<file path="src/rtl/garble_pkg.sv">
// Package garble_pkg
// Shared constants and the sequencer state type for the garbling
// derivation stage. Assumes two-input gates with a four-entry table.
package garble_pkg;
    localparam int TABLE_W   = 4;
    localparam int NUM_LISTS = 2;

    typedef enum logic [2:0] {
        ST_HDR,
        ST_WZ,
        ST_LIST,
        ST_WAIT,
        ST_HAND,
        ST_ERR
    } seq_state_t;
endpackage

</file>
<file path="src/rtl/gate_label_guard.sv">
// Module gate_label_guard
// Holds the session floor for gate labels and the sticky error flag.
// A label passes when it is at or above the floor. An accepted label
// moves the floor past itself; a failing one sets the error.
// Assumes chk_en is pulsed once per header beat.
module gate_label_guard #(
    parameter int WIRE_W = 16
) (
    input  logic              clk,
    input  logic              rst_n,
    input  logic              sess_start,
    input  logic [WIRE_W-1:0] sess_inputs,
    input  logic              chk_en,
    input  logic [WIRE_W-1:0] chk_label,
    output logic              pass,
    output logic              err_flag
);
    localparam int FLOOR_W = WIRE_W + 1;

    logic [FLOOR_W-1:0] floor_q;

    // Compare the incoming label against the floor.
    always_comb pass = ({1'b0, chk_label} >= floor_q);

    // Floor and error update on session start or header check.
    always_ff @(posedge clk) begin
        if (!rst_n) begin
            floor_q  <= '0;
            err_flag <= 1'b0;
        end else if (sess_start) begin
            floor_q  <= {1'b0, sess_inputs};
            err_flag <= 1'b0;
        end else if (chk_en) begin
            if (pass) floor_q <= {1'b0, chk_label} + FLOOR_W'(1);
            else      err_flag <= 1'b1;
        end
    end
endmodule

</file>
<file path="src/rtl/wire_list_acc.sv">
// Module wire_list_acc
// XOR accumulator for one input wire list. Cleared at each header,
// folded with each returned wire garbling.
// Assumes clear and add_en are never high together.
module wire_list_acc #(
    parameter int KEY_W = 128
) (
    input  logic             clk,
    input  logic             rst_n,
    input  logic             clear,
    input  logic             add_en,
    input  logic [KEY_W-1:0] add_val,
    output logic [KEY_W-1:0] acc
);
    // Clear or fold one garbling per cycle.
    always_ff @(posedge clk) begin
        if (!rst_n)      acc <= '0;
        else if (clear)  acc <= '0;
        else if (add_en) acc <= acc ^ add_val;
    end
endmodule

</file>
<file path="src/rtl/derive_sequencer.sv">
// Module derive_sequencer
// Walks one gate record: header check, output-wire request, then each
// list entry with one PRF request at a time, then the handoff. After a
// rejection it swallows beats until a new session.
// Assumes the PRF answers every request exactly once.
module derive_sequencer
    import garble_pkg::*;
#(
    parameter int WIRE_W = 16
) (
    input  logic                 clk,
    input  logic                 rst_n,
    input  logic                 sess_start,
    input  logic                 rec_valid,
    input  logic [WIRE_W-1:0]    rec_data,
    input  logic                 rec_last,
    input  logic                 guard_pass,
    input  logic                 prf_rsp_valid,
    input  logic                 buf_free,
    output logic                 rec_ready,
    output logic                 hdr_take,
    output logic                 prf_req_valid,
    output logic [WIRE_W-1:0]    prf_req_wire,
    output logic                 z_load,
    output logic [NUM_LISTS-1:0] list_add,
    output logic                 hand_load
);
    seq_state_t st_q;
    logic       list_sel_q;
    logic       last_q;

    // Beat acceptance and request strobes per state.
    always_comb begin
        rec_ready     = (st_q == ST_HDR) || (st_q == ST_LIST) || (st_q == ST_ERR);
        hdr_take      = (st_q == ST_HDR) && rec_valid;
        prf_req_valid = (hdr_take && guard_pass) || ((st_q == ST_LIST) && rec_valid);
        prf_req_wire  = rec_data;
        z_load        = (st_q == ST_WZ) && prf_rsp_valid;
        hand_load     = (st_q == ST_HAND) && buf_free;
    end

    // Route a list response to the accumulator of the active list.
    always_comb begin
        for (int i = 0; i < NUM_LISTS; i++) begin
            list_add[i] = (st_q == ST_WAIT) && prf_rsp_valid && (int'(list_sel_q) == i);
        end
    end

    // State, list selector and pending-last update.
    always_ff @(posedge clk) begin
        if (!rst_n) begin
            st_q       <= ST_HDR;
            list_sel_q <= 1'b0;
            last_q     <= 1'b0;
        end else if (sess_start) begin
            st_q       <= ST_HDR;
            list_sel_q <= 1'b0;
            last_q     <= 1'b0;
        end else begin
            case (st_q)
                ST_HDR: if (rec_valid) st_q <= guard_pass ? ST_WZ : ST_ERR;
                ST_WZ: if (prf_rsp_valid) begin
                    st_q       <= ST_LIST;
                    list_sel_q <= 1'b0;
                end
                ST_LIST: if (rec_valid) begin
                    st_q   <= ST_WAIT;
                    last_q <= rec_last;
                end
                ST_WAIT: if (prf_rsp_valid) begin
                    if (!last_q) begin
                        st_q <= ST_LIST;
                    end else if (list_sel_q == 1'b0) begin
                        st_q       <= ST_LIST;
                        list_sel_q <= 1'b1;
                    end else begin
                        st_q <= ST_HAND;
                    end
                end
                ST_HAND: if (buf_free) st_q <= ST_HDR;
                default: st_q <= ST_ERR;
            endcase
        end
    end
endmodule

</file>
<file path="src/rtl/gate_handoff_reg.sv">
// Module gate_handoff_reg
// One-gate output register toward the next stage. Forms the one-garblings
// by adding the session offset when it loads, then holds the set until
// the next stage takes it. Reports when it can take a new gate.
module gate_handoff_reg
    import garble_pkg::*;
#(
    parameter int WIRE_W = 16,
    parameter int KEY_W  = 128
) (
    input  logic               clk,
    input  logic               rst_n,
    input  logic               sess_start,
    input  logic               load,
    input  logic [WIRE_W-1:0]  in_label,
    input  logic [TABLE_W-1:0] in_table,
    input  logic [KEY_W-1:0]   in_z0,
    input  logic [KEY_W-1:0]   in_a0,
    input  logic [KEY_W-1:0]   in_b0,
    input  logic [KEY_W-1:0]   delta,
    input  logic               out_ready,
    output logic               buf_free,
    output logic               out_valid,
    output logic [WIRE_W-1:0]  out_label,
    output logic [TABLE_W-1:0] out_table,
    output logic [KEY_W-1:0]   out_z0,
    output logic [KEY_W-1:0]   out_z1,
    output logic [KEY_W-1:0]   out_a0,
    output logic [KEY_W-1:0]   out_a1,
    output logic [KEY_W-1:0]   out_b0,
    output logic [KEY_W-1:0]   out_b1
);
    // Free when empty or being drained this cycle.
    always_comb buf_free = !out_valid || out_ready;

    // Valid flag: set on load, cleared on drain or new session.
    always_ff @(posedge clk) begin
        if (!rst_n || sess_start) out_valid <= 1'b0;
        else if (load)            out_valid <= 1'b1;
        else if (out_ready)       out_valid <= 1'b0;
    end

    // Garbling set capture with offset applied.
    always_ff @(posedge clk) begin
        if (!rst_n) begin
            out_label <= '0;
            out_table <= '0;
            out_z0    <= '0;
            out_z1    <= '0;
            out_a0    <= '0;
            out_a1    <= '0;
            out_b0    <= '0;
            out_b1    <= '0;
        end else if (load) begin
            out_label <= in_label;
            out_table <= in_table;
            out_z0    <= in_z0;
            out_z1    <= in_z0 ^ delta;
            out_a0    <= in_a0;
            out_a1    <= in_a0 ^ delta;
            out_b0    <= in_b0;
            out_b1    <= in_b0 ^ delta;
        end
    end
endmodule

</file>
<file path="src/rtl/garble_derive_stage.sv">
// Module garble_derive_stage
// Top of the free-XOR wire garbling derivation stage. Ties the label
// guard, the sequencer, one accumulator per input list and the handoff
// register together, and holds the session offset and the current header.
// Assumes sess_start comes only when no PRF request is outstanding.
module garble_derive_stage
    import garble_pkg::*;
#(
    parameter int WIRE_W = 16,
    parameter int KEY_W  = 128
) (
    input  logic               clk,
    input  logic               rst_n,
    input  logic               sess_start,
    input  logic [WIRE_W-1:0]  sess_inputs,
    input  logic [KEY_W-1:0]   sess_offset,
    input  logic               rec_valid,
    output logic               rec_ready,
    input  logic [WIRE_W-1:0]  rec_data,
    input  logic [TABLE_W-1:0] rec_table,
    input  logic               rec_last,
    output logic               prf_req_valid,
    output logic [WIRE_W-1:0]  prf_req_wire,
    input  logic               prf_rsp_valid,
    input  logic [KEY_W-1:0]   prf_rsp_key,
    output logic               err_flag,
    output logic               out_valid,
    input  logic               out_ready,
    output logic [WIRE_W-1:0]  out_label,
    output logic [TABLE_W-1:0] out_table,
    output logic [KEY_W-1:0]   out_z0,
    output logic [KEY_W-1:0]   out_z1,
    output logic [KEY_W-1:0]   out_a0,
    output logic [KEY_W-1:0]   out_a1,
    output logic [KEY_W-1:0]   out_b0,
    output logic [KEY_W-1:0]   out_b1
);
    logic                 guard_pass;
    logic                 hdr_take;
    logic                 z_load;
    logic                 hand_load;
    logic                 buf_free;
    logic [NUM_LISTS-1:0] list_add;
    logic [KEY_W-1:0]     list_acc [NUM_LISTS];
    logic [KEY_W-1:0]     delta_q;
    logic [KEY_W-1:0]     z0_q;
    logic [WIRE_W-1:0]    label_q;
    logic [TABLE_W-1:0]   table_q;

    // Session offset register.
    always_ff @(posedge clk) begin
        if (!rst_n)          delta_q <= '0;
        else if (sess_start) delta_q <= sess_offset;
    end

    // Current header and output-wire garbling.
    always_ff @(posedge clk) begin
        if (!rst_n) begin
            label_q <= '0;
            table_q <= '0;
            z0_q    <= '0;
        end else begin
            if (hdr_take) begin
                label_q <= rec_data;
                table_q <= rec_table;
            end
            if (z_load) z0_q <= prf_rsp_key;
        end
    end

    gate_label_guard #(.WIRE_W(WIRE_W)) u_guard (
        .clk        (clk),
        .rst_n      (rst_n),
        .sess_start (sess_start),
        .sess_inputs(sess_inputs),
        .chk_en     (hdr_take),
        .chk_label  (rec_data),
        .pass       (guard_pass),
        .err_flag   (err_flag)
    );

    derive_sequencer #(.WIRE_W(WIRE_W)) u_seq (
        .clk          (clk),
        .rst_n        (rst_n),
        .sess_start   (sess_start),
        .rec_valid    (rec_valid),
        .rec_data     (rec_data),
        .rec_last     (rec_last),
        .guard_pass   (guard_pass),
        .prf_rsp_valid(prf_rsp_valid),
        .buf_free     (buf_free),
        .rec_ready    (rec_ready),
        .hdr_take     (hdr_take),
        .prf_req_valid(prf_req_valid),
        .prf_req_wire (prf_req_wire),
        .z_load       (z_load),
        .list_add     (list_add),
        .hand_load    (hand_load)
    );

    // One accumulator per input wire list.
    for (genvar g = 0; g < NUM_LISTS; g++) begin : g_list
        wire_list_acc #(.KEY_W(KEY_W)) u_acc (
            .clk    (clk),
            .rst_n  (rst_n),
            .clear  (hdr_take),
            .add_en (list_add[g]),
            .add_val(prf_rsp_key),
            .acc    (list_acc[g])
        );
    end

    gate_handoff_reg #(.WIRE_W(WIRE_W), .KEY_W(KEY_W)) u_hand (
        .clk       (clk),
        .rst_n     (rst_n),
        .sess_start(sess_start),
        .load      (hand_load),
        .in_label  (label_q),
        .in_table  (table_q),
        .in_z0     (z0_q),
        .in_a0     (list_acc[0]),
        .in_b0     (list_acc[1]),
        .delta     (delta_q),
        .out_ready (out_ready),
        .buf_free  (buf_free),
        .out_valid (out_valid),
        .out_label (out_label),
        .out_table (out_table),
        .out_z0    (out_z0),
        .out_z1    (out_z1),
        .out_a0    (out_a0),
        .out_a1    (out_a1),
        .out_b0    (out_b0),
        .out_b1    (out_b1)
    );
endmodule

</file>
<file path="config.mk">
export PLATFORM = sky130hd
export DESIGN_NAME = garble_derive_stage
export DESIGN_NICKNAME = d
export VERILOG_FILES = /design/src/rtl/garble_pkg.sv /design/src/rtl/gate_label_guard.sv /design/src/rtl/wire_list_acc.sv /design/src/rtl/derive_sequencer.sv /design/src/rtl/gate_handoff_reg.sv /design/src/rtl/garble_derive_stage.sv
export SDC_FILE = /design/constraint.sdc
export NUM_CORES = 2
export LEC_CHECK = 0
export BUFFER_PORTS_ARGS = -buffer_cell sky130_fd_sc_hd__buf_2
export CORE_AREA = 2 2 429 431
export DETAILED_ROUTE_END_ITERATION = 10
export DIE_AREA = 0 0 431 433
export PLACE_DENSITY = 0.54
export SYNTH_ARGS = -nofsm -noshare
export SYNTH_HDL_FRONTEND = slang
export SYNTH_SLANG_ARGS = --single-unit
</file>
<file path="constraint.sdc">
create_clock -name clk -period 1.8 [get_ports clk]
set_clock_uncertainty 0.15 [all_clocks]
set_input_delay 0.09 -clock clk [delete_from_list [all_inputs] [get_ports clk]]
set_output_delay 0.09 -clock clk [all_outputs]
set_load 0.005 [all_outputs]
</file>
Yosys cells after proc, flatten, opt, wreduce, memory -nomap -nowiden
Cells that the tools add are included.
- register bits: 1344
- logic and storage cells: 88
- output and inout bits: 808
- equality and inequality tests: 11
- add/subtract/negate cells: 1
- reduce and logical (&&, ||, !) cells: 28
- $lt $le $gt $ge: 1
- muxes and demuxes: 18
- bitwise operators: 8
- operators by type and width (kind ; number):
    XOR 128 bit ; 5
    2-to-1 mux 16 bit ; 3
    2-to-1 mux 3 bit ; 8
    adder 16 x 1 -> 17 bit (second input constant) ; 1
    >= comparator 16 x 17 -> 1 bit ; 1
    case mux 3 bit (5 select lines) ; 1
    logical AND 1 bit ; 8
    != test 2 bit (second input constant) ; 4
    AND reduction 2 bit ; 4
    nonzero test 2 bit ; 4
    equality test 3 x 2 -> 1 bit (second input constant) ; 2
    equality test 3 bit (second input constant) ; 2
    logical OR 1 bit ; 5
    2-to-1 mux 1 bit ; 5
    AND reduction 5 bit ; 1
    != test 2 x 1 -> 1 bit (second input constant) ; 2
    AND reduction 4 bit ; 1
    OR reduction 2 bit ; 2
    equality test 3 x 1 -> 1 bit (second input constant) ; 1
    logical NOT 3 bit ; 1
    inverter 1 bit ; 3
    logical NOT 1 bit ; 2
    case mux 1 bit (2 select lines) ; 1

Logic depth before layout (Yosys ltp)
- depth after elaboration: 4
- depth in mapped cells: 10

Cells and area by module
Synthesis repeated with hierarchy kept, for this count alone.
- cells, all modules: 5204
- area total of the unflattened synthesis: 54885.1 µm²
- modules (own cells, without submodules) (module ; cells an instance ; area each (µm²) ; times used):
    gate_handoff_reg ; 2972 ; 30893.4 ; 1
    wire_list_acc ; 555 ; 5680.4 ; 2
    garble_derive_stage ; 888 ; 10685.2 ; 1
    gate_label_guard ; 179 ; 1498.9 ; 1
    derive_sequencer ; 55 ; 446.7 ; 1

Worst setup path after synthesis
Ideal clock, no wire load.
- path kind: register to register
- start point: reg u_guard.floor_q[14]
- end point: reg u_guard.floor_q[0]
- arrival: 1.734 ns
- slack: -0.211 ns
- data required time: 1.523 ns
- period minus slack after synthesis: 2.011 ns
- cell stages (with the launch flop): 11
- path through: dfxtp_1 inv_1 ha_1 nand4b_1 nor2_1 nand4_1 o211a_1 buf_4 buf_6 o2111ai_1 nand3_1
- longest elaborated chain between the ends: 3
- ends and longest elaborated chain (what ; line ; text):
    from (decl) ; gate_label_guard.sv:20 ; logic [FLOOR_W-1:0] floor_q;
    from (signal assigned) ; gate_label_guard.sv:31 ; floor_q <= {1'b0, sess_inputs};
    from (signal assigned) ; gate_label_guard.sv:34 ; if (pass) floor_q <= {1'b0, chk_label} + FLOOR_W'(1);
    >= comparator 16 x 17 -> 1 bit ; gate_label_guard.sv:23 ; always_comb pass = ({1'b0, chk_label} >= floor_q);
    nonzero test 2 bit (no line) ; -- ;
    AND reduction 2 bit (no line) ; -- ;
No other way between the ends.
A chain may end at the register's enable or synchronous reset.

Worst setup path in the final report
- start point: reg u_guard.floor_q[10]
- end point: out prf_req_valid
- longest elaborated chain between the ends: 3
- ends and longest elaborated chain (what ; line ; text):
    >= comparator 16 x 17 -> 1 bit ; gate_label_guard.sv:23 ;
    logical AND 1 bit ; derive_sequencer.sv:36 ; prf_req_valid = (hdr_take && guard_pass) || ((st_q == ST_LIST) && rec_valid);
    logical OR 1 bit ; derive_sequencer.sv:36 ;
    to (decl) ; garble_derive_stage.sv:22 ; output logic prf_req_valid,
No other way between the ends.

==> results.py <==
metrics = {
    "placed_design": {
        "preCtsSetupSlack_ps": -456,
        "place.gp.congestion": 0.905,
        "portBuffers": 1106,
        "place.detailed.hpwl_um": 147000,
    },
    "sta": {
        "slew_headroom_pct": 54.6,
        "final-max-slew-violation-count": 0,
        "max_slew.worst_pin.slew_ps": 676,
        "timing.fmax_ghz": 0.372,
        "hold_violations": 0,
        "period_needed_ps": 2690,
        "final.period_utilization_pct": 149,
        "setup_repair_after_global_routing_missed_its_margin": "true",
        "setup_ws_ps": -887,
        "timing.hold.ws_ps": 71.4,
        "finalSetupViolCount": 725,
    },
    "synth": {
        "synth.avg_cell_area_um2": 8.78,
        "synth_fp_nets": 6106,
        "ys_types": 49,
        "post_synth_inst_count": 5790,
        "synth_flop_cell": "sky130_fd_sc_hd__dfxtp_1",
        "mappedNetlistArea_um2": 50900,
        "yosys_register_bits": 1344,
        "ys.warnings.count": 0,
        "synth.yosys.seq_area_share_pct": 52.9,
        "synth_async_sr_flop_share_pct": 0,
        "synth-edff-count": 0,
    },
    "clocking": {
        "cts_num_sinks": 1344,
        "cts_made_buffers": 149,
        "cts_tree": "yes",
        "ctsLongestPathBuffers": 3,
        "clock-root-buffer": "sky130_fd_sc_hd__clkbuf_16",
        "ctsHtreeMaxLevel": 4,
        "clkTransAtPathRegs_ps": 60,
        "worstSkewPairLatency_ps": 790,
    },
    "route": {
        "drt_iter0_markers": 2433,
        "avgViaCountPerCell": 4.63,
        "routed_wl_um": 211000,
        "detailroute.via_count": 47400,
        "postRouteAntennaNets": 0,
        "drt_pass1_iterations": 5,
        "route.detailed.wl_per_inst_um": 20.6,
        "drc_errors": 0,
    },
    "min_path": {
        "min_to": "g_list[1].u_acc.acc[109]",
        "hp-class": "primary input to flip-flop",
        "worst_hold_launch": "prf_rsp_key[109]",
        "hold_path_depth": 5,
    },
    "power": {
        "peakVddDrop_mv": 0.767,
        "power_density_nw_per_um2": 902,
        "cellLeakagePower_nw": 30.7,
        "total_power_w": 0.0689,
    },
    "die": {
        "die-height_um": 433,
        "die_width_um": 431,
        "start_util_pct": 27.9,
        "core_area_um2": 182000,
        "design.die.area_um2": 187000,
        "rows": 157,
        "ioPinCount": 1107,
    },
    "layout": {
        "fillCellCount": 17900,
        "drive_above_1_share_pct": 25.6,
        "synthToLayoutAreaGrowth_pct": 50.1,
        "finalNetCount": 8032,
    },
    "status": {
        "run_status": "finished with violations",
        "violations": "negative setup slack",
    },
    "global_routing": {
        "grt_antenna_before_repair": 10,
        "global_route.usage.total_pct": 21.4,
        "first_global_vias": 46600,
        "grt_overflow": 0,
        "grt_start_max_net_pins": 105,
        "grt_first_pass_wirelength_um": 301000,
    },
    "flow_run": {
        "maxCapViolations": 0,
    },
    "setup_path": {
        "criticalPathCategory": "flip-flop to primary output",
        "timing.critical_path.to_type": "primary output",
        "critPathRequiredTime_ps": 1560,
        "worstPathMaxFanout": 2,
        "timing.critical_path.from_type": "flip-flop",
        "rrSetupSlack_ps": -490,
        "timing.rr.end": "u_guard.floor_q[6]",
        "ff2ff_path_depth": 10,
        "reg2reg_from": "u_guard.floor_q[10]",
        "critical_path_arrival_ps": 2450,
    },
}
## worst max-delay path by stage
stage                           to                start  slack, ps  cells after the start
2_1_floorplan  u_guard.floor_q[11]   u_guard.floor_q[6]       -180                      9
3_3_place_gp         u_seq.st_q[2]  u_guard.floor_q[11]       -500                      9
3_5_place_dp         u_seq.st_q[2]  u_guard.floor_q[11]       -460                      9
4_1_cts              prf_req_valid  u_guard.floor_q[10]       -900                      9
5_1_grt              prf_req_valid  u_guard.floor_q[10]      -1010                      9
6_report             prf_req_valid  u_guard.floor_q[10]       -890                      9
## logic make-up after synthesis
logic type	synth area share, %
AND/OR/NAND/NOR	16.7
flip-flops	52.9
AO/OA/AOI/OAI	12.1
XOR/XNOR	11.3
buffers and inverters	4.11
multiplexers	2.54
adder cells (fa/ha/maj)	0.418
## synth_stat cells (4+ instances only)
| library cell | number | share of area [%] |
|---|---|---|
| sky130_fd_sc_hd__a211oi_1 | 381 | 5.6 |
| sky130_fd_sc_hd__a21boi_0 | 4 | 0.059 |
| sky130_fd_sc_hd__a21boi_1 | 4 | 0.059 |
| sky130_fd_sc_hd__a21oi_1 | 563 | 5.5 |
| sky130_fd_sc_hd__a32oi_1 | 12 | 0.21 |
| sky130_fd_sc_hd__buf_1 | 11 | 0.081 |
| sky130_fd_sc_hd__buf_2 | 174 | 1.7 |
| sky130_fd_sc_hd__buf_4 | 52 | 0.77 |
| sky130_fd_sc_hd__clkbuf_1 | 186 | 1.4 |
| sky130_fd_sc_hd__dfxtp_1 | 1344 | 53 |
| sky130_fd_sc_hd__ha_1 | 17 | 0.42 |
| sky130_fd_sc_hd__inv_1 | 19 | 0.14 |
| sky130_fd_sc_hd__mux2i_1 | 129 | 2.5 |
| sky130_fd_sc_hd__nand2_1 | 1377 | 10 |
| sky130_fd_sc_hd__nand3_1 | 12 | 0.12 |
| sky130_fd_sc_hd__nand4_1 | 5 | 0.061 |
| sky130_fd_sc_hd__nor2_1 | 724 | 5.3 |
| sky130_fd_sc_hd__nor2b_1 | 60 | 0.74 |
| sky130_fd_sc_hd__nor3_1 | 4 | 0.039 |
| sky130_fd_sc_hd__nor4_1 | 5 | 0.061 |
| sky130_fd_sc_hd__o211a_1 | 4 | 0.079 |
| sky130_fd_sc_hd__o211ai_1 | 12 | 0.18 |
| sky130_fd_sc_hd__o21ai_0 | 4 | 0.039 |
| sky130_fd_sc_hd__xnor2_1 | 390 | 6.7 |
| sky130_fd_sc_hd__xor2_1 | 264 | 4.5 |
## cell usage in the layout, fill, tap and decap left out, drive strengths merged, types with 15 or more instances in the layout
cell and instances:
nand2 1378, mux2i 129, xnor2 390, inv 28, buf 1475, nor2b 60
ha 17, clkbuf 233, nor2 724, clkinv 21, dfxtp 1344, xor2 264
a211oi 381, diode 15, a21oi 563, dlygate4sd3 713
## through the flow
| step | instances | utilization, % | cell area (um2) | TNS [ps] |
|---|---|---|---|---|
| 6_report | 10200 | 41.9 | 76400 | -55740 |
| 5_1_grt | 10200 | 41.9 | 76300 | -141210 |
| 3_5_place_dp | 9173 | 33.5 | 61000 | -54830 |
| 3_3_place_gp | 9173 | 33.5 | 61000 | -36620 |
| 2_1_floorplan | 5790 | - | 50900 | -2920 |
| 4_1_cts | 10200 | 40.9 | 74500 | -106570 |
## sequential cells by signal (all words and copies together) (netlist names)
| signal | count |
|---|---|
| u_guard.err_flag | 1 |
| table_q | 4 |
| u_hand.out_z0 | 128 |
| u_hand.out_b0 | 128 |
| u_guard.floor_q | 17 |
| u_seq.list_sel_q | 1 |
| u_hand.out_table | 4 |
| u_hand.out_b1 | 128 |
| label_q | 16 |
| u_hand.out_label | 16 |
| u_seq.last_q | 1 |
| u_hand.out_valid | 1 |
| z0_q | 128 |
| u_hand.out_a0 | 128 |
| u_hand.out_z1 | 128 |
| u_seq.st_q | 3 |
| u_hand.out_a1 | 128 |
| delta_q | 128 |
| g_list.u_acc.acc | 256 |
## layout make-up
type / instances / area, um2 / area share (%)
antenna: 15 / 37.5 / 0.0492
clock buffer: 222 / 4500 / 5.89
clock inverter: 40 / 522 / 0.683
inverter: 21 / 86.3 / 0.113
multi-input combinational: 4001 / 23700 / 31.0
sequential: 1344 / 26900 / 35.3
tap: 2385 / 2980 / 3.91
timing repair buffer: 2199 / 17600 / 23.1
## per-layer routing
layer | vias to the layer above | GRT usage (%) | wire length, um
li1 | 22900 | - | -
met1 | 22800 | 23.7 | 80700
met2 | 1361 | 37.2 | 104000
met3 | 390 | 5.08 | 12900
met4 | 0 | 12.6 | 13100
met5 | - | 0 | 0
## where the power goes
part	internal [W]	switching, W
sequential	0.0304	0.000679
clock	0.0186	0.0128
combinational	0.00325	0.00324
## critical path, cell delays in order (launching register included)
cell,delay (ps)
sky130_fd_sc_hd__dfxtp_2,330
sky130_fd_sc_hd__inv_2,40
sky130_fd_sc_hd__ha_4,210
sky130_fd_sc_hd__a211o_1,270
sky130_fd_sc_hd__a21oi_2,180
sky130_fd_sc_hd__o22a_1,230
sky130_fd_sc_hd__o211ai_2,130
sky130_fd_sc_hd__nand2_2,90
sky130_fd_sc_hd__nand2_1,50
sky130_fd_sc_hd__buf_2,130
## repair_timing
item,in CTS,in global routing
setup endpoints to repair,784,1176
endpoints found under the hold margin,800,0
hold buffers,713,0
cloned,16,14
pin swaps,46,297
resized for setup,177,394
buffers inserted,29,24
Power figures use the tool's default switching activity.
